`src/rtl/wake_pkg.sv`:
```
package wake_pkg;
  localparam int WORD_W     = 32;
  localparam int STATUS_POS = 15;
  localparam int ENABLE_POS = 8;

  typedef enum logic {
    CELL_RW  = 1'b0,
    CELL_W1C = 1'b1
  } cell_kind_e;
endpackage

```
`src/rtl/wake_rst_sel.sv`:
```
module wake_rst_sel (
  input  logic por_n,
  input  logic hw_n,
  input  logic sw_n,
  input  logic sticky,
  output logic clr_flags,
  output logic clr_out
);
  logic soft_any;

  assign soft_any  = !hw_n || !sw_n;
  assign clr_flags = !por_n || (!sticky && soft_any);
  assign clr_out   = !por_n;
endmodule

```
`src/rtl/wake_lane_mask.sv`:
```
module wake_lane_mask #(
  parameter int DATA_W = 32
) (
  input  logic                  wr_en,
  input  logic [DATA_W/8-1:0]   be,
  output logic [DATA_W-1:0]     mask
);
  localparam int LANES = DATA_W / 8;

  for (genvar l = 0; l < LANES; l++) begin : g_lane
    assign mask[l*8 +: 8] = {8{wr_en & be[l]}};
  end
endmodule

```
`src/rtl/wake_bit_cell.sv`:
```
module wake_bit_cell
  import wake_pkg::*;
#(
  parameter cell_kind_e KIND = CELL_RW
) (
  input  logic clk,
  input  logic clr,
  input  logic wr_hit,
  input  logic wr_bit,
  input  logic set_evt,
  output logic q
);
  if (KIND == CELL_W1C) begin : g_w1c
    always_ff @(posedge clk) begin
      if (clr)                 q <= 1'b0;
      else if (set_evt)        q <= 1'b1;
      else if (wr_hit && wr_bit) q <= 1'b0;
    end
  end else begin : g_rw
    always_ff @(posedge clk) begin
      if (clr)         q <= 1'b0;
      else if (wr_hit) q <= wr_bit;
    end
  end
endmodule

```
`src/rtl/wake_status_reg.sv`:
```
module wake_status_reg
  import wake_pkg::*;
#(
  parameter int DATA_W     = WORD_W,
  parameter int STATUS_BIT = STATUS_POS,
  parameter int ENABLE_BIT = ENABLE_POS
) (
  input  logic              clk,
  input  logic              rst_por_n,
  input  logic              rst_hw_n,
  input  logic              rst_sw_n,
  input  logic              cold_wake_strap,
  input  logic              wake_evt,
  input  logic              wr_en,
  input  logic [3:0]        wr_be,
  input  logic [DATA_W-1:0] wr_data,
  output logic [DATA_W-1:0] rd_data,
  output logic              wake_req_n
);
  localparam int LANES = DATA_W / 8;

  logic              clr_flags;
  logic              clr_out;
  logic [DATA_W-1:0] wmask;
  logic              st_q;
  logic              en_q;
  logic              req_n_q;

  wake_rst_sel u_rst (
    .por_n     (rst_por_n),
    .hw_n      (rst_hw_n),
    .sw_n      (rst_sw_n),
    .sticky    (cold_wake_strap),
    .clr_flags (clr_flags),
    .clr_out   (clr_out)
  );

  wake_lane_mask #(.DATA_W(DATA_W)) u_mask (
    .wr_en (wr_en),
    .be    (wr_be[LANES-1:0]),
    .mask  (wmask)
  );

  wake_bit_cell #(.KIND(CELL_W1C)) u_status (
    .clk     (clk),
    .clr     (clr_flags),
    .wr_hit  (wmask[STATUS_BIT]),
    .wr_bit  (wr_data[STATUS_BIT]),
    .set_evt (wake_evt),
    .q       (st_q)
  );

  wake_bit_cell #(.KIND(CELL_RW)) u_enable (
    .clk     (clk),
    .clr     (clr_flags),
    .wr_hit  (wmask[ENABLE_BIT]),
    .wr_bit  (wr_data[ENABLE_BIT]),
    .set_evt (1'b0),
    .q       (en_q)
  );

  always_ff @(posedge clk) begin
    if (clr_out) req_n_q <= 1'b1;
    else         req_n_q <= !(st_q && en_q);
  end

  always_comb begin
    rd_data             = '0;
    rd_data[STATUS_BIT] = st_q;
    rd_data[ENABLE_BIT] = en_q;
  end

  assign wake_req_n = req_n_q;
endmodule

```
`config.mk`:
```
export PLATFORM = sky130hd
export DESIGN_NAME = wake_status_reg
export DESIGN_NICKNAME = d
export VERILOG_FILES = /design/src/rtl/wake_pkg.sv /design/src/rtl/wake_rst_sel.sv /design/src/rtl/wake_lane_mask.sv /design/src/rtl/wake_bit_cell.sv /design/src/rtl/wake_status_reg.sv
export SDC_FILE = /design/constraint.sdc
export NUM_CORES = 1
export LEC_CHECK = 0
export BUFFER_PORTS_ARGS = -buffer_cell sky130_fd_sc_hd__buf_2
export CAP_MARGIN = 20
export CORE_MARGIN = 2
export CORE_UTILIZATION = 25
export CTS_BUF_LIST = sky130_fd_sc_hd__clkbuf_16
export CTS_CLUSTER_SIZE = 28
export DETAILED_ROUTE_END_ITERATION = 8
export PLACE_DENSITY = 0.93
export SLEW_MARGIN = 15
export SYNTH_ARGS = -nofsm -noshare
export SYNTH_HDL_FRONTEND = slang
export SYNTH_SLANG_ARGS = --single-unit
```
`constraint.sdc`:
```
create_clock -name clk -period 1.15 [get_ports clk]
set_input_delay 0.1725 -clock clk [delete_from_list [all_inputs] [get_ports clk]]
set_output_delay 0.1725 -clock clk [all_outputs]
set_load 0.1 [all_outputs]
```
**Word-level counts from Yosys, hierarchy flattened**

Cells that the tools add are included.

- Bits in registers: 3
- Bits in latches: 0
- Bits in writable memories: 0
- Memory bits (read-only): 0
- Input port bits: 43
- Output and inout port bits: 33
- Word-level logic and storage cells: 17
- Memories: 0

- Add/subtract/negate cells: 0
- Multipliers: 0
- Divide/modulo/power cells: 0
- $lt $le $gt $ge: 0
- Equality and inequality tests: 0
- Shift-type cells: 0
- Multiplexer cells: 2
- Bitwise gates (word level): 1
- Reductions and logical operators: 11

Operators with widths:

| kind | count |
|---|---|
| zero test 1 bit | 5 |
| logical AND 1 bit | 3 |
| logical OR 1 bit | 2 |
| two-way mux 1 bit | 2 |
| nonzero test 2 bit | 1 |
| AND 1 bit | 1 |

**Longest topological paths before layout**

Gate-level depths: netlist of run 1.

- Depth in word-level cells: 4
- Gate-level depth with buffers: 2
- Depth with buffers taken out: 2

**Cells and area by module**

A second synthesis of run 1 with hierarchy kept.

- Cell total of the unflattened synthesis: 77
- Area total of the unflattened synthesis: 598.1 um^2

By module, submodules not included:

| module | instances | cells each | area an instance (um^2) | seq. area each (um^2) |
|---|---|---|---|---|
| wake_status_reg | 1 | 35 | 271.5 | 20.0 |
| wake_lane_mask | 1 | 32 | 235.2 | 0.0 |
| wake_bit_cell at u_status | 1 | 4 | 42.5 | 20.0 |
| wake_bit_cell at u_enable | 1 | 3 | 33.8 | 20.0 |
| wake_rst_sel | 1 | 3 | 15.0 | 0.0 |

**Least setup slack after synthesis of run 1**

No wires, ideal clock.

- Kind: register -> output
- Start point: register req_n_q, in the netlist wake_req_n
- End point: output port wake_req_n
- Data arrival time: 909 ps
- Data required time: 978 ps
- Setup slack: 69 ps
- Cell stages (with the launch flop): 1
- Buffers on the path: 0
- Cell sequence: dfxtp_1

RTL lines:

| item | line | text |
|---|---|---|
| from (decl) | wake_status_reg.sv:27 | `logic req_n_q;` |
| from (signal assigned) | wake_status_reg.sv:64 | `else req_n_q <= !(st_q && en_q);` |
| to (decl) | wake_status_reg.sv:18 | `output logic wake_req_n` |

No word-level cell between the ends.

**Worst setup path after layout of run 1**

- Start point: register u_status.q
- End point: output port rd_data[15]

RTL lines:

| item | line | text |
|---|---|---|
| from (decl) | wake_bit_cell.sv:11 | `output logic q` |
| from (signal assigned) | wake_bit_cell.sv:15 | `if (clr) q <= 1'b0;` |
| from (signal assigned) | wake_bit_cell.sv:16 | `else if (set_evt) q <= 1'b1;` |
| from (signal assigned) | wake_bit_cell.sv:17 | `else if (wr_hit && wr_bit) q <= 1'b0;` |
| to (decl) | wake_status_reg.sv:17 | `output logic [DATA_W-1:0] rd_data,` |

No word-level cell between the ends.

==> run_results.csv, run 1 <==
group,metric,value,unit
worst_setup_path,path_buf_inv,1,
final_layout,fin_nets,102,
cts,postCtsHoldBufs,0,
yosys,ys_async_sr_fraction,0,
floorplanning,dieHeight,42.6,µm
outcome,outcome,"complete, no violations",
placed_design,dp.cells,69,
drt,vias,235,
cts,clkTransAtPathRegs,0.03,ns
pwr,leakagePower,0.250,nW
final_layout,syn2layout_area_growth,19.2,%
drt,wl_per_cell,7.58,µm
global_routing,grt_max_degree,4,
timing,fin_setup_tns,0,ns
worst_setup_path,worstPathCellList,"buf_12",
floorplanning,die-area,1810,µm²
placed_design,portBuffers,12,
timing,rsz0062_at_grt,"false",
yosys,avgSynthCellArea,8.26,µm²
yosys,synthDistinctLibCells,11,
final_layout,antennaDiodeCount,0,
global_routing,grt_pass1_vias,200,
yosys,synth-seq-area-share,0.162,
cts,clock_latency,0.22,ns
drt,dr.pass1.iters,1,
floorplanning,fp-row-count,13,
final_layout,fin_cells,73,
worst_setup_path,worstPathMaxFanout,3,
global_routing,grt_use_total,0.0650,
global_routing,grt_pass1_wl,786,µm
placed_design,routabilityCongestion,0.605,
cts,root_buffer,"clkbuf_16",
yosys,netlist.top_cell.by_area,"buf_4",
timing,skew,0.000744,ns
worst_setup_path,critPathKind,"reg -> out",
worst_setup_path,cp.depth,1,
timing,post-route-worst-setup-slack,0.162,ns
worst_setup_path,critPathSlowestCell,"dfxtp_1",
placed_design,dp_slack,0.260,ns
yosys,synth.cell_area,372,µm²
worst_hold_path,min_path_type,"in -> reg",
cts,htreeDepth,1,
drt,antenna_left,0,
yosys,synthTopCellsByCount,"buf_4 (32), dfxtp_1 (3), nand3_1 (2)",
timing,fmax,1.01,GHz
worst_hold_path,hold_path_depth,2,
worst_setup_path,end_kind,"output port",
worst_setup_path,reg2regPathDepth,2,
yosys,yosysWarningCount,0,
pwr,p_per_area,2580,nW/µm²
worst_setup_path,cpPeakStageDelay,0.39,ns
final_layout,fin_util,0.328,
timing,finalCritPeriodShare,0.859,
cts,clock_sinks,3,
floorplanning,pin_count,76,
cts,tritoncts,"yes",
floorplanning,start_util,0.275,
drt,drt_wl_total,553,µm
worst_setup_path,critPathArrivalTime,0.82,ns
global_routing,antenna_found_initial,0,
drt,post-route-drc-count,0,
drt,drt_iter0_drc,0,
worst_setup_path,start_kind,"register",
worst_setup_path,cpLargestDelayFamily,"flip-flops",
yosys,ys_ff_latch,3,
yosys,syn_inst,45,
floorplanning,die_x,42.6,µm
final_layout,n_fill_cell,148,
cts,post_cts_buffers,0,
floorplanning,core_area,1350,µm²
cts,cts_buffers,3,
final_layout,postLayoutCellArea,443,µm²
final_layout,layout-drive-gt1-share,0.293,
cts,cts_resized,0,
yosys,synth_top_flop_cell,"dfxtp_1",
yosys,synth.most_common_cell,"buf_4",
yosys,synth_top_area_frac,0.646,
worst_setup_path,crit_required,0.98,ns
cts,clockBufferDepth,2,
timing,hold_viol,0,
pwr,irDropWorstVdd,932,µV
timing,period_needed,0.988,ns
flow_run,drv_cap,0,
timing,drv_slew,0,
yosys,synth_edf_count,0,
global_routing,overflow,0,
timing,finalSetupViolations,0,
placed_design,hpwl,492,µm
drt,via_per_inst,3.22,
placed_design,dpl-instance-area,364,µm²
yosys,ys_top_cells_by_area,"buf_4 (65%), dfxtp_1 (16%), a211oi_2 (3.4%)",
[path summary, 6_finish.rpt]
path / slack, ns / to / startpoint
hold reg to reg: 0.45 / wake_req_n / u_status.q
setup / recovery: 0.16 / rd_data[15] / u_status.q
setup reg to reg: 0.26 / u_enable.q / u_enable.q
hold / removal: 0.16 / wake_req_n / rst_por_n
[power breakdown]
group | internal, mW | switching, mW | total, mW
clock network | 0.448 | 0.0892 | 0.537
logic | 0.0293 | 0.465 | 0.494
registers | 0.108 | 0.00446 | 0.113
[layout make-up]
cell class / count / area, µm² / share of cell area
flip-flops and latches: 3 / 60.1 / 0.136
repair buffers: 12 / 105 / 0.237
clock buffers: 3 / 75.1 / 0.169
well taps: 15 / 18.8 / 0.0424
multi-input cells: 38 / 176 / 0.398
clock inverters: 1 / 3.75 / 0.00847
inverters: 1 / 3.75 / 0.00847
[logic make-up (layout without fill, tap and decap cells)]
family / count (synthesis) / count (layout) / synth area share
compound gates: 3 / 3 / 0.0741
buf+inv: 33 / 17 / 0.657
flops: 3 / 3 / 0.162
other cells: 1 / 30 / 0.0101
simple gates: 5 / 5 / 0.0976
[per-layer routing]
layer	vias up	routed length, µm	part of all wire	global-route usage
li1	108	-	-	-
met1	104	170	0.31	0.0612
met2	23	316	0.57	0.0985
met3	0	66	0.12	0.0388
met4	0	0	0	0.0563
met5	-	0	0	0
[stage by stage]
stage	power (mW)	hold WS (ns)
finish	1.14	0.156
global route	1.18	0.173
CTS	1.15	0.154
detailed placement	0.607	0.381
global placement	0.604	0.378
floorplan	0.656	0.257
[registers in the layout (all words and copies together), names as in the netlist]
signal	flops
wake_req_n	1
u_status.q	1
u_enable.q	1
[cell usage in the layout, fill, tap and decap left out]
cell / synthesis / routed
a21bo_1: 1 / 1
buf_2: 0 / 9
conb_1: 1 / 30
buf_12: 0 / 3
a21oi_1: 1 / 1
a211oi_2: 1 / 1
inv_1: 1 / 2
nand3_1: 2 / 2
clkbuf_16: 0 / 3
nor4_2: 1 / 1
dfxtp_1: 3 / 3
and4b_1: 1 / 1
nor2_1: 1 / 1
No activity file was read; power rests on OpenSTA's default activity.
==> inputs of run 2 (changes only) <==
--- a/config.mk
+++ b/config.mk
@@ -8,12 +8,13 @@
 export BUFFER_PORTS_ARGS = -buffer_cell sky130_fd_sc_hd__buf_2
 export CAP_MARGIN = 20
 export CORE_MARGIN = 2
-export CORE_UTILIZATION = 25
+export CORE_UTILIZATION = 34
 export CTS_BUF_LIST = sky130_fd_sc_hd__clkbuf_16
 export CTS_CLUSTER_SIZE = 28
 export DETAILED_ROUTE_END_ITERATION = 8
-export PLACE_DENSITY = 0.93
+export PLACE_DENSITY = 0.95
 export SLEW_MARGIN = 15
 export SYNTH_ARGS = -nofsm -noshare
 export SYNTH_HDL_FRONTEND = slang
+export SYNTH_HIERARCHICAL = 1
 export SYNTH_SLANG_ARGS = --single-unit
==> run 2 against run 1 <==
Against the previous run:
- sequential power hardly changed
- non-clock buffer count stayed put
- maximum frequency is 0.60% higher
- clock-buffer cell count stayed put
- worst setup slack better by 0.0059 ns
- final cell count is 1.4% lower
- sequential share of layout area is 0.15 points higher
- area after synthesis is 1.3% higher
- critical path type unchanged
==> run_results.csv, run 2 <==
group,metric,value,unit
yosys,avgSynthCellArea,8.01,µm²
flow_run,drv_cap,0,
floorplanning,pin_count,76,
timing,period_needed,0.982,ns
floorplanning,dieHeight,37.3,µm
final_layout,syn2layout_area_growth,16.3,%
final_layout,layout-drive-gt1-share,0.271,
placed_design,routabilityCongestion,0.599,
timing,finalCritPeriodShare,0.854,
worst_setup_path,start_kind,"register",
drt,antenna_left,0,
yosys,synth.cell_area,377,µm²
floorplanning,fp-row-count,11,
cts,root_buffer,"clkbuf_16",
timing,skew,0.00134,ns
drt,drt_wl_total,487,µm
floorplanning,die_x,37.3,µm
cts,clock_sinks,3,
cts,htreeDepth,1,
drt,via_per_inst,3.04,
timing,hold_viol,0,
worst_hold_path,min_path_type,"in -> reg",
timing,fin_setup_tns,0,ns
worst_setup_path,path_buf_inv,1,
cts,clockBufferDepth,2,
worst_setup_path,critPathSlowestCell,"dfxtp_1",
cts,postCtsHoldBufs,0,
drt,wl_per_cell,6.76,µm
final_layout,n_fill_cell,109,
global_routing,grt_pass1_wl,607,µm
cts,cts_resized,0,
worst_setup_path,cpPeakStageDelay,0.39,ns
drt,dr.pass1.iters,1,
global_routing,overflow,0,
floorplanning,start_util,0.385,
floorplanning,core_area,977,µm²
outcome,outcome,"complete, no violations",
global_routing,grt_util_met3,0.0179,
pwr,irDropWorstVdd,716,µV
global_routing,antenna_found_initial,0,
drt,drt_iter0_drc,0,
global_routing,grt_use_total,0.0698,
yosys,yosysWarningCount,6,
worst_setup_path,cpLargestDelayFamily,"flip-flops",
final_layout,final_common_cell,"conb_1",
cts,tritoncts,"yes",
timing,fmax,1.02,GHz
placed_design,dp.cells,68,
cts,clkTransAtPathRegs,0.03,ns
drt,post-route-drc-count,0,
final_layout,fin_nets,103,
final_layout,antennaDiodeCount,0,
worst_setup_path,crit_required,0.98,ns
global_routing,grt_pass1_vias,160,
pwr,p_per_area,2630,nW/µm²
timing,drv_slew,0,
pwr,leakagePower,0.258,nW
final_layout,fin_util,0.448,
worst_setup_path,critPathArrivalTime,0.81,ns
floorplanning,die-area,1390,µm²
global_routing,grt_use_met2,0.101,
worst_setup_path,worstPathCellList,"buf_12",
global_routing,gr-usage-met1,0.0647,
final_layout,mostFrequentLayoutCells,"conb_1 (30), buf_2 (9)",
worst_setup_path,critPathKind,"reg -> out",
yosys,syn_inst,47,
timing,rsz0062_at_grt,"false",
cts,clock_latency,0.22,ns
worst_setup_path,worstPathMaxFanout,3,
placed_design,portBuffers,12,
timing,finalSetupViolations,0,
cts,post_cts_buffers,0,
final_layout,fin_cells,72,
cts,cts_buffers,3,
global_routing,grt-busiest-layer,"met4",
drt,vias,219,
worst_setup_path,end_kind,"output port",
global_routing,grt_max_degree,4,
-- run 2: area by class of cell --
cell class	count	area [µm²]	area share
Sequential cell	3	60.1	0.137
Timing Repair Buffer	12	105	0.240
Multi-Input combinational cell	38	170	0.389
Tap cell	13	16.3	0.0371
Inverter	2	7.51	0.0171
Clock buffer	3	75.1	0.171
Clock inverter	1	3.75	0.00857
-- run 2: power by group --
group,internal [mW],leakage (nW),switching (mW)
clock,0.448,0.0423,0.0948
sequential,0.108,0.0245,0.00429
combinational,0.0311,0.191,0.463
total,0.588,0.258,0.563
-- run 2: through the flow --
step | total power [mW] | instance area (µm²) | setup slack, ns | hold slack, ns
6_report | 1.15 | 438 | 0.168 | 0.167
5_1_grt | 1.17 | 438 | 0.133 | 0.178
4_1_cts | 1.15 | 438 | 0.164 | 0.171
3_5_place_dp | 0.606 | 359 | 0.357 | 0.401
3_3_place_gp | 0.605 | 359 | 0.378 | 0.388
2_1_floorplan | 0.661 | 485 | 0.0685 | 0.293
-- run 2: worst paths after layout --
path / startpoint / end / slack (ns) / cells past startpoint
hold reg to reg: u_status/q / wake_req_n / 0.45 / 1
hold / removal: wr_data[15] / u_status/q / 0.17 / 2
setup / recovery: u_enable/q / rd_data[8] / 0.17 / 1
setup reg to reg: u_status/q / u_status/q / 0.43 / 2
-- run 2: worst reg2reg max path: stages, from the launching register on --
cell and delay [ns]:
dfxtp_1 0.38, nor2_1 0.08, a311oi_2 0.17
-- run 2: per-layer routing --
metal,vias to the layer above,share of wire,wire (µm)
li1,104,-,-
met1,89,0.28,135
met2,24,0.51,250
met3,2,0.18,87
met4,0,0.029,14
met5,-,0,0
